--- config.mk ---
export PLATFORM = sky130hd
export DESIGN_NAME = hmsub_unit
export DESIGN_NICKNAME = d
export VERILOG_FILES = /design/src/rtl/hmsub_pkg.sv /design/src/rtl/hmsub_halfsel.sv /design/src/rtl/hmsub_term.sv /design/src/rtl/hmsub_unit.sv
export SDC_FILE = /design/constraint.sdc
export NUM_CORES = 1
export LEC_CHECK = 0
export ABC_AREA = 1
export BUFFER_PORTS_ARGS = -buffer_cell sky130_fd_sc_hd__buf_4
export CAP_MARGIN = 10
export CORE_UTILIZATION = 25
export DETAILED_ROUTE_END_ITERATION = 6
export PLACE_DENSITY = 0.47
export REMOVE_ABC_BUFFERS = 1
export SYNTH_ARGS = -nofsm -noshare
export SYNTH_HDL_FRONTEND = slang
export SYNTH_SLANG_ARGS = --single-unit
--- constraint.sdc ---
create_clock -name clk -period 12 [get_ports clk]
set_input_delay 2.4 -clock clk [delete_from_list [all_inputs] [get_ports clk]]
set_output_delay 2.4 -clock clk [all_outputs]
set_load 0.1 [all_outputs]
--- src/rtl/hmsub_pkg.sv ---
package hmsub_pkg;
  typedef struct packed {
    logic is_signed;
    logic round_en;
    logic frac_mode;
  } op_ctl_t;
endpackage

--- src/rtl/hmsub_halfsel.sv ---
module hmsub_halfsel #(
  parameter int HALF_W = 16
) (
  input  logic [2*HALF_W-1:0] word_in,
  input  logic                take_upper,
  output logic [HALF_W-1:0]   half_out
);
  always_comb begin
    if (take_upper) half_out = word_in[2*HALF_W-1:HALF_W];
    else            half_out = word_in[HALF_W-1:0];
  end
endmodule

--- src/rtl/hmsub_term.sv ---
module hmsub_term
  import hmsub_pkg::*;
#(
  parameter int HALF_W = 16
) (
  input  logic [HALF_W-1:0]   opa,
  input  logic [HALF_W-1:0]   opb,
  input  op_ctl_t             ctl,
  output logic [4*HALF_W-1:0] subtrahend
);
  localparam int PW = 2 * HALF_W;
  localparam int AW = 4 * HALF_W;

  logic [PW-1:0] ext_a, ext_b, prod;
  logic [AW-1:0] prod_wide, aligned, rnd_const;

  assign rnd_const = {{(AW-1){1'b0}}, 1'b1} << (HALF_W - 1);

  always_comb begin
    ext_a = {{HALF_W{ctl.is_signed & opa[HALF_W-1]}}, opa};
    ext_b = {{HALF_W{ctl.is_signed & opb[HALF_W-1]}}, opb};
    prod  = ext_a * ext_b;
    prod_wide = {{PW{ctl.is_signed & prod[PW-1]}}, prod};
    aligned = ctl.frac_mode ? (prod_wide << 1) : prod_wide;
    subtrahend = ctl.round_en ? (aligned + rnd_const) : aligned;
  end
endmodule

--- src/rtl/hmsub_unit.sv ---
module hmsub_unit
  import hmsub_pkg::*;
#(
  parameter int HALF_W = 16
) (
  input  logic                clk,
  input  logic                rst,
  input  logic                in_valid,
  output logic                in_ready,
  input  logic [2*HALF_W-1:0] src_a,
  input  logic [2*HALF_W-1:0] src_b,
  input  logic                is_signed,
  input  logic                round_en,
  input  logic                frac_mode,
  input  logic                ld_en,
  input  logic [4*HALF_W-1:0] ld_value,
  output logic                out_valid,
  input  logic                out_ready,
  output logic [4*HALF_W-1:0] acc_out,
  output logic [2*HALF_W-1:0] dest_out
);
  localparam int WORD_W = 2 * HALF_W;
  localparam int ACC_W  = 4 * HALF_W;

  op_ctl_t ctl;
  logic [1:0][WORD_W-1:0] srcs;
  logic [1:0][HALF_W-1:0] halves;
  logic [ACC_W-1:0] sub_term, acc_next, acc_q;
  logic [WORD_W-1:0] dest_q;
  logic ov_q, fire;

  assign ctl  = '{is_signed: is_signed, round_en: round_en, frac_mode: frac_mode};
  assign srcs = {src_b, src_a};

  for (genvar k = 0; k < 2; k++) begin : g_sel
    hmsub_halfsel #(.HALF_W(HALF_W)) u_sel (
      .word_in(srcs[k]), .take_upper(frac_mode), .half_out(halves[k])
    );
  end

  hmsub_term #(.HALF_W(HALF_W)) u_term (
    .opa(halves[0]), .opb(halves[1]), .ctl(ctl), .subtrahend(sub_term)
  );

  assign acc_next = acc_q - sub_term;
  assign in_ready = !ld_en && (!ov_q || out_ready);
  assign fire     = in_valid && in_ready;

  always_ff @(posedge clk) begin
    if (rst) begin
      acc_q  <= '0;
      dest_q <= '0;
      ov_q   <= 1'b0;
    end else begin
      if (ld_en) begin
        acc_q <= ld_value;
      end else if (fire) begin
        acc_q  <= acc_next;
        dest_q <= acc_next[WORD_W-1:0];
      end
      if (fire)           ov_q <= 1'b1;
      else if (out_ready) ov_q <= 1'b0;
    end
  end

  assign acc_out   = acc_q;
  assign dest_out  = dest_q;
  assign out_valid = ov_q;


  reset_clear_chk: assert property (@(posedge clk)
    rst |=> (acc_q == '0 && !ov_q));


  dest_matches_acc_chk: assert property (@(posedge clk) disable iff (rst)
    fire |=> (ov_q && dest_q == acc_q[WORD_W-1:0]));


  stall_hold_chk: assert property (@(posedge clk) disable iff (rst)
    (ov_q && !out_ready && !ld_en) |=> (ov_q && $stable(dest_q) && $stable(acc_q)));


  load_wins_chk: assert property (@(posedge clk) disable iff (rst)
    ld_en |=> (acc_q == $past(ld_value)));


  idle_keep_chk: assert property (@(posedge clk) disable iff (rst)
    (!fire && !ld_en) |=> $stable(acc_q));
endmodule

==> flow_summary.toml, run 1 <==
[synth]
syn-mean-instance-area_um2 = 6.85
yosysSeqAreaShare_pct = 9.55
synthFlopType = "dfxtp_1"
synth_edf_count = 0
ys_warn_count = 0
syn_area_um2 = 20300
netlist_instances = 2969
synth-seq-cells = 97
async_flop_share_pct = 0
synth_cell_types = 51

[final_layout]
area_growth_pct = 20.2
seqCellArea_um2 = 1940
nFillCells = 8904
final_nets = 3824
finalNonFillerCells = 4324
num_antenna_cells = 0
final_util_pct = 30.3
multi_input_area_um2 = 15800
drive_above_1_share_pct = 14.9

[worst_setup_path]
cpMostUsedCell = "inv_1"
path_buf_inv = 14
r2r_end = "acc_out[44]$_SDFFE_PP0P_"
cpPeakStageDelay_ns = 0.55
path_max_fanout = 26
crit_end = "acc_out[52]$_SDFFE_PP0P_"
cp.depth = 46
required_ns = 12.25
crit_type = "input pin to flop"
slowest_stage = "fa_1"
cp_top_family = "adder cells"
timing.rr.start = "acc_out[0]$_SDFFE_PP0P_"
crit_path_start_kind = "input pin"
crit_arrival_ns = 11.59
cp-end-kind = "flop"
r2r_slack_ns = 8.30
critical_path.startpoint = "frac_mode"
reg2reg_depth = 15

[sta]
rsz0062_at_grt = "no"
setup_tns_ns = 0
whs_ns = 0.466
finalSetupViolations = 0
min_period_over_period_pct = 94.6
slew_headroom_pct = 42.9
finalHoldViolCount = 0
fin_crit_ns = 11.35
drv_slew = 0
fmax_mhz = 88.1
skew_ns = 0.0241
worstMarginPinSlew_ns = 0.848

[floorplan]
die_w_um = 287
num_rows = 104
start_util_pct = 25.2
die_area_um2 = 82400
placeableCoreArea_um2 = 80500
ios = 234
die_h_um = 287

[global_route]
grt.overflow.total = 0
gr-usage-all-layers_pct = 18.6
grt_pass1_wl_mm = 118
grt_antenna_before_repair = 1
grt_max_degree = 67
grt_pass1_vias = 20100

[routing]
drcViolationCount = 0
antenna_left = 0
totalWireLength_mm = 74.7
wl_per_cell_um = 17.3
drt-initial-drc-count = 1421
dr.pass1.iters = 6
num_vias = 19800
avgViaCountPerCell = 4.58

[min_path]
whs_path_depth = 2
min-delay-start = "dest_out[4]$_SDFFE_PP0P_"
hold_path.class = "flop to flop"

[flow_run]
cap_violations = 0

[clocking]
hold_buffers = 0
htree_levels = 3
cts_root_buffer = "clkbuf_16"
cts_sinks = 97
numCtsBuffers = 9
cts_buffer_depth = 2
cts_tree = "done"
clkTransAtPathRegs_ns = 0.08
clk_latency_ns = 0.40

[placement]
gp_congestion = 0.892
dp_hpwl_mm = 64.5
place.port_buffers = 233
placedCellCount = 4305

[status]
status = "finished, final reports clean"
routing by layer:
metal  global-route usage, %  routed length [µm]  vias to the layer above
met5                       0                  13                        -
met4                    1.58                 412                        2
met3                    1.87                3410                       27
met2                    31.0               34800                      426
met1                    26.7               36000                     9592
li1                        -                   -                     9769
worst min-delay path: stages, from the launching register on:
cell	delay [ns]
dfxtp_1	0.31
nand2_1	0.06
a21oi_1	0.05
what timing repair did:
action / in CTS / in global routing
resized for setup: 0 / 16
setup endpoints to repair: 0 / 27
buffers inserted: 0 / 3
per-stage QoR:
step / setup slack [ns] / area (µm²)
6_report: 0.652 / 24400
5_1_grt: 0.0490 / 24400
4_1_cts: 0.304 / 24400
3_5_place_dp: -0.0874 / 24100
3_3_place_gp: -0.135 / 24100
2_1_floorplan: 0.487 / 20000
worst min-delay path by stage:
stage                           endpoint  slack, ns
3_3_place_gp   dest_out[18]$_SDFFE_PP0P_       0.45
2_1_floorplan   dest_out[0]$_SDFFE_PP0P_       0.92
6_report        dest_out[4]$_SDFFE_PP0P_       0.47
5_1_grt        dest_out[20]$_SDFFE_PP0P_       0.49
4_1_cts         dest_out[8]$_SDFFE_PP0P_       0.47
3_5_place_dp   dest_out[17]$_SDFFE_PP0P_       0.46
final cells by class:
| cell class | instances | share of cell area (%) |
|---|---|---|
| tap | 1060 | 5.43 |
| timing repair buffer | 356 | 11.2 |
| inverter | 621 | 9.56 |
| sequential | 97 | 7.95 |
| clock inverter | 5 | 0.277 |
| clock buffer | 11 | 0.993 |
| multi-input combinational | 2174 | 64.6 |
kinds of logic (layout without fill, tap and decap cells):
| kind of cell | count (synthesis) | count (layout) | synth area share [%] |
|---|---|---|---|
| AOI/OAI and AO/OA | 463 | 463 | 12.7 |
| DFF | 97 | 97 | 9.55 |
| xor gates and xnor gates | 35 | 35 | 1.51 |
| and+or+nand+nor | 1242 | 1242 | 26.1 |
| buffers and inverters | 698 | 993 | 13.0 |
| muxes | 5 | 5 | 0.246 |
| adders and majority gates | 429 | 429 | 36.9 |
cells in the final DEF, fill, tap and decap left out, drive strengths merged, types with 4 or more instances in the layout:
cell type,Yosys,final
a31oi,46,46
xnor2,21,21
a21oi,204,204
nand2,723,723
nor3,12,12
a21o,11,11
fa,283,283
nor2,313,313
o21ai,140,140
nand4,20,20
dfxtp,97,97
or2,35,35
clkbuf,61,11
inv,617,621
a22oi,31,31
o21bai,9,9
nand3,114,114
o21a,8,8
clkinv,4,4
buf,16,356
nor4,9,9
ha,146,146
mux2i,5,5
xor2,14,14
nand3b,11,11
o211ai,5,5
state kept, by name (all words and copies together), names as in the netlist:
signal     cells
acc_out       64
out_valid      1
dest_out      32
synthesized netlist by cell type (2+ instances only):
cell type / number / area (µm²)
nand2_1: 692 / 2600
inv_1: 612 / 2300
nor2_1: 292 / 1100
fa_1: 283 / 5670
a21oi_1: 203 / 1020
ha_1: 146 / 1830
o21ai_0: 119 / 596
nand3_1: 108 / 541
dfxtp_1: 97 / 1940
clkbuf_1: 61 / 229
a31oi_1: 46 / 288
or2_2: 33 / 206
a22oi_1: 31 / 233
nand2_2: 27 / 169
xnor2_1: 21 / 184
nand4_1: 19 / 119
o21ai_1: 18 / 90.1
xor2_1: 14 / 123
nor2_2: 12 / 75.1
nor3_1: 12 / 60.1
a21o_1: 11 / 82.6
nand3b_1: 11 / 82.6
nor4_1: 9 / 56.3
o21bai_1: 9 / 67.6
nor2_4: 8 / 90.1
o21a_1: 8 / 60.1
buf_1: 7 / 26.3
buf_2: 6 / 30.0
inv_2: 5 / 18.8
mux2i_1: 5 / 50.1
o211ai_1: 5 / 37.5
clkinv_1: 4 / 15.0
nand2_4: 4 / 45.0
a21boi_0: 3 / 22.5
nand3_2: 3 / 30.0
nand3_4: 3 / 52.6
o21ai_2: 3 / 26.3
a2111oi_0: 2 / 17.5
and2_1: 2 / 12.5
and3_1: 2 / 12.5
buf_6: 2 / 22.5
or2_1: 2 / 12.5
Power of run 1 is left out: the tool's default activity adds up to more than one toggle a clock period on the data nets, which glitch-free logic cannot reach.
==> run 2, diff against run 1 <==
Clock period 12 ns to 12.9 ns, I/O delays scaled along.
==> flow_summary.toml, run 2 (synthesis results as in run 1) <==
[sta]
skew_ns = 0.0201
fin_crit_ns = 12.10
final.setup.worst_slack_ns = 0.798
min_period_over_period_pct = 93.8
whs_ns = 0.468
finalSetupViolations = 0
slew_headroom_pct = 38.2
fmax_mhz = 82.6
drv_slew = 0
worstMarginPinSlew_ns = 0.918
setup_tns_ns = 0
finalHoldViolCount = 0
rsz0062_at_grt = "no"

[worst_setup_path]
cpMostUsedCell = "inv_1"
slowest_stage = "fa_1"
r2r_end = "acc_out[44]$_SDFFE_PP0P_"
cpPeakStageDelay_ns = 0.54
cp-end-kind = "flop"
crit_end = "acc_out[52]$_SDFFE_PP0P_"
crit_arrival_ns = 12.33
path_max_fanout = 24
crit_type = "input pin to flop"
reg2reg_depth = 15
crit_path_start_kind = "input pin"
required_ns = 13.13
timing.rr.start = "acc_out[0]$_SDFFE_PP0P_"
critical_path.startpoint = "frac_mode"
r2r_slack_ns = 9.09

[final_layout]
final_cell_mix = "nand2_1, inv_1, buf_4, nor2_1, fa_1"
area_growth_pct = 18.0
drive_above_1_share_pct = 13.6
final_nets = 3779
largest_reg_flops = 64
num_antenna_cells = 0
final_util_pct = 29.8
layout_commonest_cell = "nand2_1"

[global_route]
grt_max_degree = 77
grt_pass1_vias = 19800
grt_pass1_wl_mm = 115
grt.overflow.total = 0
grt_antenna_before_repair = 1
gr-usage-all-layers_pct = 18.2

[floorplan]
placeableCoreArea_um2 = 80500
start_util_pct = 25.2
die_area_um2 = 82400
die_w_um = 287
die_h_um = 287
num_rows = 104
ios = 234

[clocking]
clk_latency_ns = 0.39
numCtsBuffers = 9
cts_buffer_depth = 2
hold_buffers = 0
clkTransAtPathRegs_ns = 0.09
cts_sinks = 97
cts_tree = "done"
cts_root_buffer = "clkbuf_16"
htree_levels = 3

[placement]
place.port_buffers = 233
gp_congestion = 0.910
dp_hpwl_mm = 63.8
place_ws_ns = -0.134

[routing]
wl_per_cell_um = 17.3
drt-initial-drc-count = 1442
totalWireLength_mm = 74.0
avgViaCountPerCell = 4.57
drcViolationCount = 0
num_vias = 19500
dr.pass1.iters = 7
antenna_left = 0

[min_path]
min-delay-start = "dest_out[1]$_SDFFE_PP0P_"
hold_path.class = "flop to flop"

[flow_run]
cap_violations = 0

[status]
status = "finished, final reports clean"
## run 2: per-layer routing
| metal | global-route usage (%) | wire length [µm] |
|---|---|---|
| met5 | 0 | 13 |
| met1 | 25.9 | 35000 |
| met3 | 2.46 | 4200 |
| met2 | 29.8 | 34000 |
| met4 | 2.61 | 786 |
## run 2: final cells by class
| type | count | area (µm²) |
|---|---|---|
| Tap cell | 1060 | 1330 |
| Clock inverter | 6 | 72.6 |
| Multi-Input combinational cell | 2174 | 15800 |
| Sequential cell | 97 | 1940 |
| Clock buffer | 10 | 229 |
| Fill cell | 9005 | 56600 |
| Timing Repair Buffer | 311 | 2330 |
| Inverter | 621 | 2330 |
## run 2: worst min-delay path by stage
stage	depth (start not counted)	to
finish	2	dest_out[1]$_SDFFE_PP0P_
global route	2	dest_out[0]$_SDFFE_PP0P_
CTS	2	dest_out[0]$_SDFFE_PP0P_
detailed placement	2	dest_out[4]$_SDFFE_PP0P_
global placement	2	dest_out[2]$_SDFFE_PP0P_
floorplan	2	dest_out[0]$_SDFFE_PP0P_
## run 2: worst max-delay path, delay by kind of cell
kind / cells / cell delay, ns
compound gates: 10 / 1.84
buf+inv: 14 / 1.76
xor+xnor: 1 / 0.28
simple gates: 13 / 1.98
fa+ha+maj: 9 / 3.86
## run 2: timing repair
item,CTS,global route
gates resized for setup,0,5
setup endpoints to repair,0,25
setup buffers,0,2
## run 2: per-stage QoR
step | instances | instance area [µm²]
finish | 4279 | 24000
global route | 4279 | 24000
CTS | 4275 | 24000
detailed placement | 4259 | 23700
global placement | 4259 | 23700
floorplan | 2892 | 20000
Power of run 2 is left out for the same reason.
==> run 3, diff against run 2 <==
Settings changed: BUFFER_PORTS_ARGS -buffer_cell sky130_fd_sc_hd__buf_4 to default, DONT_BUFFER_PORTS from default to 1, PLACE_DENSITY 0.47 to 0.44.
==> flow_summary.toml, run 3 (synthesis results as in run 1) <==
[status]
status = "finished, final reports clean"

[placement]
place_ws_ns = -0.0330
dp_hpwl_mm = 64.2
gp_congestion = 0.914
placedCellCount = 4043
place.port_buffers = 0

[floorplan]
start_util_pct = 25.2
placeableCoreArea_um2 = 80500
die_h_um = 287
die_w_um = 287
num_rows = 104
die_area_um2 = 82400
ios = 234

[final_layout]
layout_commonest_cell = "nand2_1"
area_growth_pct = 10.4
final_util_pct = 27.9
finalNonFillerCells = 4064
largest_reg_flops = 64
drive_above_1_share_pct = 7.49
final_cell_mix = "nand2_1, inv_1, nor2_1, fa_1, a21oi_1"
num_antenna_cells = 0
final_nets = 3564

[clocking]
clk_latency_ns = 0.39
cts_buffer_depth = 2
cts_sinks = 97
htree_levels = 3
hold_buffers = 0
numCtsBuffers = 9
cts_tree = "done"
clkTransAtPathRegs_ns = 0.08
cts_root_buffer = "clkbuf_16"

[sta]
min_period_over_period_pct = 93.1
fin_crit_ns = 12.02
final.setup.worst_slack_ns = 0.884
finalHoldViolCount = 0
fmax_mhz = 83.2
drv_slew = 0
finalSetupViolations = 0
worstMarginPinSlew_ns = 1.44
slew_headroom_pct = 2.93
setup_tns_ns = 0
rsz0062_at_grt = "no"
skew_ns = 0.0141

[routing]
drcViolationCount = 0
dr.pass1.iters = 5
avgViaCountPerCell = 4.62
wl_per_cell_um = 18.5
drt-initial-drc-count = 1187
totalWireLength_mm = 75.2
num_vias = 18800
antenna_left = 0

[worst_setup_path]
crit_arrival_ns = 12.28
cp-end-kind = "flop"
crit_type = "input pin to flop"
slowest_stage = "o21ai_0"
path_buf_inv = 11
cp_top_family = "adder cells"
cpPeakStageDelay_ns = 1.09
required_ns = 13.16
crit_path_start_kind = "input pin"
path_max_fanout = 65

[global_route]
met1_usage_pct = 26.0
grt.busiest_layer = "met2"
grt_pass1_wl_mm = 115
grt_pass1_vias = 19100
gr-usage-all-layers_pct = 18.5
met2_usage_pct = 29.6
grtUsageMet3_pct = 3.31
grt_antenna_before_repair = 2
grt_max_degree = 98
grt.overflow.total = 0

[flow_run]
cap_violations = 0

[min_path]
hold_path.class = "flop to flop"
-- run 3: cell types whose count changed in the layout (fill, tap and decap cells not counted), sizes merged --
cell,delta
buf,-215
bufinv,+1
clkinv,+1
clkinvlp,-1
inv,-1
-- run 3: worst paths after layout --
check                                start                        to  slack, ns  depth (start not counted)
setup reg to reg   acc_out[0]$_SDFFE_PP0P_  acc_out[44]$_SDFFE_PP0P_       8.48                         15
hold / removal    acc_out[14]$_SDFFE_PP0P_  acc_out[14]$_SDFFE_PP0P_       0.75                          3
hold reg to reg   acc_out[14]$_SDFFE_PP0P_  acc_out[14]$_SDFFE_PP0P_       0.75                          3
setup / recovery                 frac_mode  acc_out[58]$_SDFFE_PP0P_       0.88                         47
-- run 3: metal layers --
metal	wire (µm)	vias up
met5	0	-
met4	1040	0
met3	4510	52
met2	33900	485
met1	35700	9010
li1	-	9248
-- run 3: layout make-up --
type,instances,area (µm²)
well taps,1060,1330
clock buffers,10,229
repair buffers,96,758
fillers,9024,58100
multi-input cells,2174,15800
flip-flops and latches,97,1940
clock inverters,6,95.1
inverters,621,2330
-- run 3: what timing repair did --
| action | 4_1_cts | 5_1_grt |
|---|---|---|
| resized for setup | 0 | 9 |
| setup endpoints to repair | 0 | 16 |
| buffers inserted | 0 | 5 |
-- run 3: stage by stage --
stage	cell area, µm²	hold WS, ns
floorplan	20000	0.920
global placement	22100	0.744
detailed placement	22100	0.748
CTS	22400	0.759
global route	22400	0.770
finish	22400	0.753
-- run 3: tightest hold or removal path, cell delays in order (launching register included) --
cell and delay (ns):
dfxtp_1 0.31, buf_4 0.23, nand2_1 0.11, a31oi_1 0.07
Power of run 3 is left out for the same reason.
